==> config.mk <==
export PLATFORM = sky130hd
export DESIGN_NAME = lru_stack_tracker
export DESIGN_NICKNAME = d
export VERILOG_FILES = /design/src/rtl/lru_pkg.sv /design/src/rtl/lru_op_select.sv /design/src/rtl/lru_stack_next.sv /design/src/rtl/lru_victim_pick.sv /design/src/rtl/lru_stack_tracker.sv
export SDC_FILE = /design/constraint.sdc
export NUM_CORES = 1
export LEC_CHECK = 0
export BUFFER_PORTS_ARGS = -buffer_cell sky130_fd_sc_hd__buf_4
export CAP_MARGIN = 25
export CELL_PAD_IN_SITES_DETAIL_PLACEMENT = 0
export CELL_PAD_IN_SITES_GLOBAL_PLACEMENT = 1
export CORE_MARGIN = 2
export CORE_UTILIZATION = 40
export CTS_BUF_LIST = sky130_fd_sc_hd__clkbuf_4 sky130_fd_sc_hd__clkbuf_8
export CTS_CLUSTER_DIAMETER = 100
export DETAILED_ROUTE_END_ITERATION = 8
export PLACE_DENSITY_LB_ADDON = 0.1
export SYNTH_ARGS = -nofsm -noshare
export SYNTH_HDL_FRONTEND = slang
export SYNTH_HIERARCHICAL = 1
export SYNTH_SLANG_ARGS = --single-unit
==> constraint.sdc <==
create_clock -name clk -period 5.8 [get_ports clk]
set_input_delay 1.16 -clock clk [delete_from_list [all_inputs] [get_ports clk]]
set_output_delay 1.16 -clock clk [all_outputs]
set_load 0.02 [all_outputs]
==> src/rtl/lru_pkg.sv <==
package lru_pkg;
  // Kind of update applied to the recency list on an edge.
  typedef enum logic [1:0] {
    OP_IDLE  = 2'd0,
    OP_TOUCH = 2'd1,
    OP_ALLOC = 2'd2
  } lru_op_e;
endpackage

==> src/rtl/lru_op_select.sv <==
module lru_op_select #(
  parameter int unsigned NW = 2
) (
  input  logic            touch_valid,
  input  logic [NW-1:0]   touch_way,
  input  logic            alloc_req,
  input  logic [NW-1:0]   victim_way,
  output lru_pkg::lru_op_e op,
  output logic [NW-1:0]   op_way
);
  // Touch wins over allocate.
  always_comb begin
    if (touch_valid) begin
      op     = lru_pkg::OP_TOUCH;
      op_way = touch_way;
    end else if (alloc_req) begin
      op     = lru_pkg::OP_ALLOC;
      op_way = victim_way;
    end else begin
      op     = lru_pkg::OP_IDLE;
      op_way = '0;
    end
  end
endmodule

==> src/rtl/lru_stack_next.sv <==
module lru_stack_next #(
  parameter int unsigned WAYS = 4,
  parameter int unsigned NW   = 2
) (
  input  logic [WAYS*NW-1:0] cur_names,
  input  logic [WAYS-1:0]    cur_vld,
  input  logic               upd,
  input  logic [NW-1:0]      name,
  output logic [WAYS*NW-1:0] nxt_names,
  output logic [WAYS-1:0]    nxt_vld
);
  int   pos;
  logic found;

  // The slot the name is pulled from: its current slot, else the first
  // empty slot, else the bottom slot (dropped on a full list).
  always_comb begin
    pos   = WAYS - 1;
    found = 1'b0;
    for (int i = 0; i < WAYS; i++) begin
      if (!found && cur_vld[i] && cur_names[i*NW +: NW] == name) begin
        pos   = i;
        found = 1'b1;
      end
    end
    if (!found) begin
      for (int i = WAYS - 1; i >= 0; i--) begin
        if (!cur_vld[i]) pos = i;
      end
    end
  end

  // Slot 0 receives the referenced name.
  always_comb begin
    if (upd) begin
      nxt_names[NW-1:0] = name;
      nxt_vld[0]        = 1'b1;
    end else begin
      nxt_names[NW-1:0] = cur_names[NW-1:0];
      nxt_vld[0]        = cur_vld[0];
    end
  end

  // Slots up to the pulled one shift back by one; deeper slots keep theirs.
  for (genvar g = 1; g < WAYS; g++) begin : g_slot
    always_comb begin
      if (upd && g <= pos) begin
        nxt_names[g*NW +: NW] = cur_names[(g-1)*NW +: NW];
        nxt_vld[g]            = cur_vld[g-1];
      end else begin
        nxt_names[g*NW +: NW] = cur_names[g*NW +: NW];
        nxt_vld[g]            = cur_vld[g];
      end
    end
  end
endmodule

==> src/rtl/lru_victim_pick.sv <==
module lru_victim_pick #(
  parameter int unsigned WAYS = 4,
  parameter int unsigned NW   = 2
) (
  input  logic [WAYS*NW-1:0] names,
  input  logic [WAYS-1:0]    vld,
  output logic [NW-1:0]      victim,
  output logic               full
);
  logic [WAYS-1:0] present;

  // Mark every way that some present slot holds.
  always_comb begin
    present = '0;
    for (int s = 0; s < WAYS; s++) begin
      for (int w = 0; w < WAYS; w++) begin
        if (vld[s] && names[s*NW +: NW] == NW'(w)) present[w] = 1'b1;
      end
    end
  end

  assign full = &vld;

  always_comb begin
    victim = names[(WAYS-1)*NW +: NW];
    if (!full) begin
      victim = '0;
      for (int w = WAYS - 1; w >= 0; w--) begin
        if (!present[w]) victim = NW'(w);
      end
    end
  end
endmodule

==> src/rtl/lru_stack_tracker.sv <==
module lru_stack_tracker #(
  parameter int unsigned WAYS = 4,
  localparam int unsigned NW    = $clog2(WAYS),
  localparam int unsigned ORD_W = WAYS * NW
) (
  input  logic             clk,
  input  logic             rst_n,
  input  logic             touch_valid,
  input  logic [NW-1:0]    touch_way,
  input  logic             alloc_req,
  output logic [NW-1:0]    victim_way,
  output logic [ORD_W-1:0] order,
  output logic [WAYS-1:0]  slot_valid
);
  lru_pkg::lru_op_e  op;
  logic [NW-1:0]     op_way;
  logic [ORD_W-1:0]  names_q, names_d;
  logic [WAYS-1:0]   vld_q, vld_d;
  logic              full;

  lru_victim_pick #(.WAYS(WAYS), .NW(NW)) u_pick (
    .names (names_q),
    .vld   (vld_q),
    .victim(victim_way),
    .full  (full)
  );

  lru_op_select #(.NW(NW)) u_sel (
    .touch_valid(touch_valid),
    .touch_way  (touch_way),
    .alloc_req  (alloc_req),
    .victim_way (victim_way),
    .op         (op),
    .op_way     (op_way)
  );

  lru_stack_next #(.WAYS(WAYS), .NW(NW)) u_next (
    .cur_names(names_q),
    .cur_vld  (vld_q),
    .upd      (op != lru_pkg::OP_IDLE),
    .name     (op_way),
    .nxt_names(names_d),
    .nxt_vld  (vld_d)
  );

  always_ff @(posedge clk) begin
    if (!rst_n) begin
      names_q <= '0;
      vld_q   <= '0;
    end else begin
      names_q <= names_d;
      vld_q   <= vld_d;
    end
  end

  assign order      = names_q;
  assign slot_valid = vld_q;

  // contiguous presence from slot 0, and no duplicated way.
  always_comb begin
    if (rst_n) begin
      p_contig_r11: assert ((vld_q & (vld_q + 1'b1)) == '0);
      for (int a = 0; a < WAYS; a++) begin
        for (int b = a + 1; b < WAYS; b++) begin
          p_distinct_r11: assert (!(vld_q[a] && vld_q[b] &&
                                    names_q[a*NW +: NW] == names_q[b*NW +: NW]));
        end
      end
    end
  end

  // a touched way lands in slot 0.
  p_touch_mru_r2: assert property (@(posedge clk) disable iff (!rst_n)
    touch_valid |=> (order[NW-1:0] == $past(touch_way)) && slot_valid[0]);

  // an allocation installs the victim as most recent.
  p_alloc_mru_r7: assert property (@(posedge clk) disable iff (!rst_n)
    (alloc_req && !touch_valid) |=> order[NW-1:0] == $past(victim_way));

  // allocating into a list with free slots grows it by one.
  p_alloc_grow_r6: assert property (@(posedge clk) disable iff (!rst_n)
    (alloc_req && !touch_valid && !(&slot_valid)) |=>
      $countones(slot_valid) == $countones($past(slot_valid)) + 1);

  // no strobe, no change.
  p_idle_hold_r9: assert property (@(posedge clk) disable iff (!rst_n)
    (!touch_valid && !alloc_req) |=> $stable(order) && $stable(slot_valid));

  // touching the head keeps the list.
  p_head_touch_r4: assert property (@(posedge clk) disable iff (!rst_n)
    (touch_valid && slot_valid[0] && touch_way == order[NW-1:0]) |=>
      $stable(order) && $stable(slot_valid));

  // a full list offers its bottom entry.
  p_full_victim_r5: assert property (@(posedge clk) disable iff (!rst_n)
    full |-> victim_way == order[ORD_W-1 -: NW]);
endmodule

==> flow_summary_export.csv <==
group,metric,value,unit
run_status,status,"finished clean",
routing,vias,747,
place,placed_cells,138,
floorplanning,num_rows,16,
layout,syn2layout_area_growth,18.45,%
routing,viasPerCell,5.298,
pwr,ir_drop,0.1330,mV
floorplanning,core,0.002022,mm^2
timing,fmax,294.9,MHz
floorplanning,io_pins,20,
layout,final_net_count,122,
routing,ant_nets,0,
layout,post-route-util,51.24,%
clocking,numCtsBuffers,3,
routing,drt-pass1-iter-count,4,
synthesis,syn_area,874.6,um^2
synthesis,async_flop_share,0,%
hold_path,hold_path.class,"flop to flop",
clocking,insertion_delay,0.26,ns
timing,period_share,58.46,%
floorplanning,start_util,43.25,%
layout,layout-drive-gt1-share,37.72,%
clocking,clock_sinks,12,
synthesis,ys_types,30,
setup_path,cp_slowest_stage_delay,0.51,ns
clocking,holdBufCountCts,0,
synthesis,yosys.area.top_type,"dfxtp_1",
synthesis,yosys-top-cells-area,"dfxtp_1, mux2_2, and2_2, xnor2_1, mux2_1",
clocking,cts_resized,0,
timing,finalHoldViolations,0,
timing,skew,0.002492,ns
flow_run,drv_cap,0,
timing,slew_headroom,62.04,%
timing,worst_pin_slew,0.5656,ns
timing,layout_min_cycle_time,3.391,ns
layout,multi_input_area,593.1,um^2
clocking,cts_tree,"done",
pwr,p_per_area,166.6,mW/mm^2
place,numPortBuffers,19,
setup_path,crit_family,"compound AO/OA/AOI/OAI gates",
synthesis,synth_seq_area_share,27.47,%
place,place_hpwl,1389,um
clocking,root_buffer,"clkbuf_4",
layout,instances_no_fill,141,
timing,rsz0062_at_grt,"no",
routing,routed_wirelength,1849,um
layout,diodes,0,
timing,layout_setup_ws,2.409,ns
setup_path,critPathMaxFanout,11,
floorplanning,dieArea,0.002577,mm^2
global_route,grt_pass1_vias,729,
global_route,grt_max_degree,13,
synthesis,synth_top_area_share,27.47,%
clocking,max-clock-path-buffers,2,
pwr,cellLeakagePower,0.4325,nW
synthesis,syn_nets,102,
setup_path,worstPathArrival,3.55,ns
clocking,cts-htree-levels,1,
place,gp_congestion,0.7416,
synthesis,syn_avg_cell_area,9.110,um^2
setup_path,crit_type,"flop to flop",
setup_path,start_kind,"flop",
setup_path,endpoint_kind,"flop",
routing,drt-wirelength-per-cell,13.11,um
layout,fillers,206,
clocking,clkSlewWorstSetupHoldPaths,0.07,ns
layout,final-seq-area,240.2,um^2
synthesis,synth_edf_count,0,
synthesis,ys_ff_latch,12,
clocking,postCtsSetupRepairBufs,0,
floorplanning,fp.dieH,50.76,um
global_route,grt_first_pass_wirelength,3256,um
synthesis,yosys_warnings,6,
setup_path,critPathRequiredTime,5.96,ns
setup_path,cp_cell_sequence,"or3b_1 -> a41o_1 -> and2_1 -> a31oi_1 -> nand2_1 -> o21ai_1 -> xnor2_1 -> and3_4 -> a2111o_1 -> mux2_1 -> and2_2",
routing,drtIter0Drc,6,
global_route,gr-usage-all-layers,16.70,%
place,place_ws,2.426,ns
setup_path,cp_num_buf_inv,0,
synthesis,synth_cells,96,
routing,drc,0,
setup_path,slowest_stage,"dfxtp_1",
timing,fin_tns_setup,0,ns
timing,setup_viol,0,
global_route,grt.overflow.total,0,
floorplanning,die_x,50.76,um
synthesis,ys.flop_type,"dfxtp_1",
global_route,antenna_found_initial,0,
timing,drv_slew,0,
-- cells by family after synthesis --
logic type | Yosys count | share of synthesized area, %
compound gates | 13 | 12.16
xor+xnor | 8 | 8.012
buf+inv | 5 | 4.720
flops | 12 | 27.47
mux | 11 | 14.16
simple gates | 47 | 33.48
-- worst min-delay path: stages (launching register included) --
cell	delay, ns
dfxtp_1	0.45
mux2_1	0.17
and2_2	0.12
-- state kept, by name (all words and copies together) (netlist names) --
register and flops:
slot_valid 4, order 8
-- through the flow --
step	total power [W]	hold WS, ns	instance area [um^2]
6_report	0.0001726	0.7677	1036
5_1_grt	0.0001843	0.8281	1036
4_1_cts	0.0001750	0.7765	1036
3_5_place_dp	0.0001254	0.7610	1013
3_3_place_gp	0.0001253	0.7502	1013
2_1_floorplan	0.0001163	0.8148	874.6
-- cells in the mapped netlist (2+ instances only) --
| library cell | number |
|---|---|
| dfxtp_1 | 12 |
| nand2_1 | 12 |
| and2_2 | 8 |
| mux2_2 | 7 |
| xnor2_1 | 6 |
| and2_1 | 5 |
| mux2_1 | 4 |
| nand3_1 | 4 |
| nand3b_1 | 4 |
| or3b_1 | 4 |
| a31oi_1 | 3 |
| and3_1 | 3 |
| buf_4 | 2 |
| buf_6 | 2 |
| o21ai_1 | 2 |
| o22ai_1 | 2 |
| or2_2 | 2 |
| xor2_1 | 2 |
-- power by group --
part,internal [W],switching (W)
clock network,0.0000240,0.0000253
logic,0.0000176,0.0000166
registers,0.0000844,0.00000475
total,0.000126,0.0000466
-- metal layers --
metal	GRT usage [%]	routed length, um
met5	0	0
met4	6.757	0
met3	2.679	61
met2	27.63	868
met1	21.49	919
-- cell type report --
cell class	count	area share, %
clock buffer	3	2.174
inverter	1	0.3623
multi-input combinational	79	57.25
sequential	12	23.19
tap	27	3.261
timing repair buffer	19	13.77
-- path summary, 6_finish.rpt --
| kind | from | end | slack [ns] | cells after the start |
|---|---|---|---|---|
| min reg2reg | slot_valid[3] | slot_valid[3] | 0.77 | 2 |
| max | slot_valid[2] | order[6] | 2.41 | 11 |
| max reg2reg | slot_valid[2] | order[6] | 2.41 | 11 |
| min | slot_valid[3] | slot_valid[3] | 0.77 | 2 |
-- cells in the final DEF (no fill, tap or decap), drive strengths merged --
| cell type | n |
|---|---|
| o22ai | 2 |
| nand2b | 1 |
| and2 | 13 |
| a41o | 1 |
| buf | 19 |
| and3 | 4 |
| o31ai | 1 |
| xnor2 | 6 |
| a2111o | 1 |
| and4 | 1 |
| inv | 1 |
| or2 | 2 |
| nor2b | 1 |
| xor2 | 2 |
| nand3b | 4 |
| o211ai | 1 |
| a31oi | 3 |
| a311oi | 1 |
| clkbuf | 3 |
| mux2 | 11 |
| or3b | 4 |
| nand3 | 4 |
| a41oi | 1 |
| o21ai | 2 |
| nand4 | 1 |
| nand2 | 12 |
| dfxtp | 12 |
No activity file was read; power rests on OpenSTA's default activity.
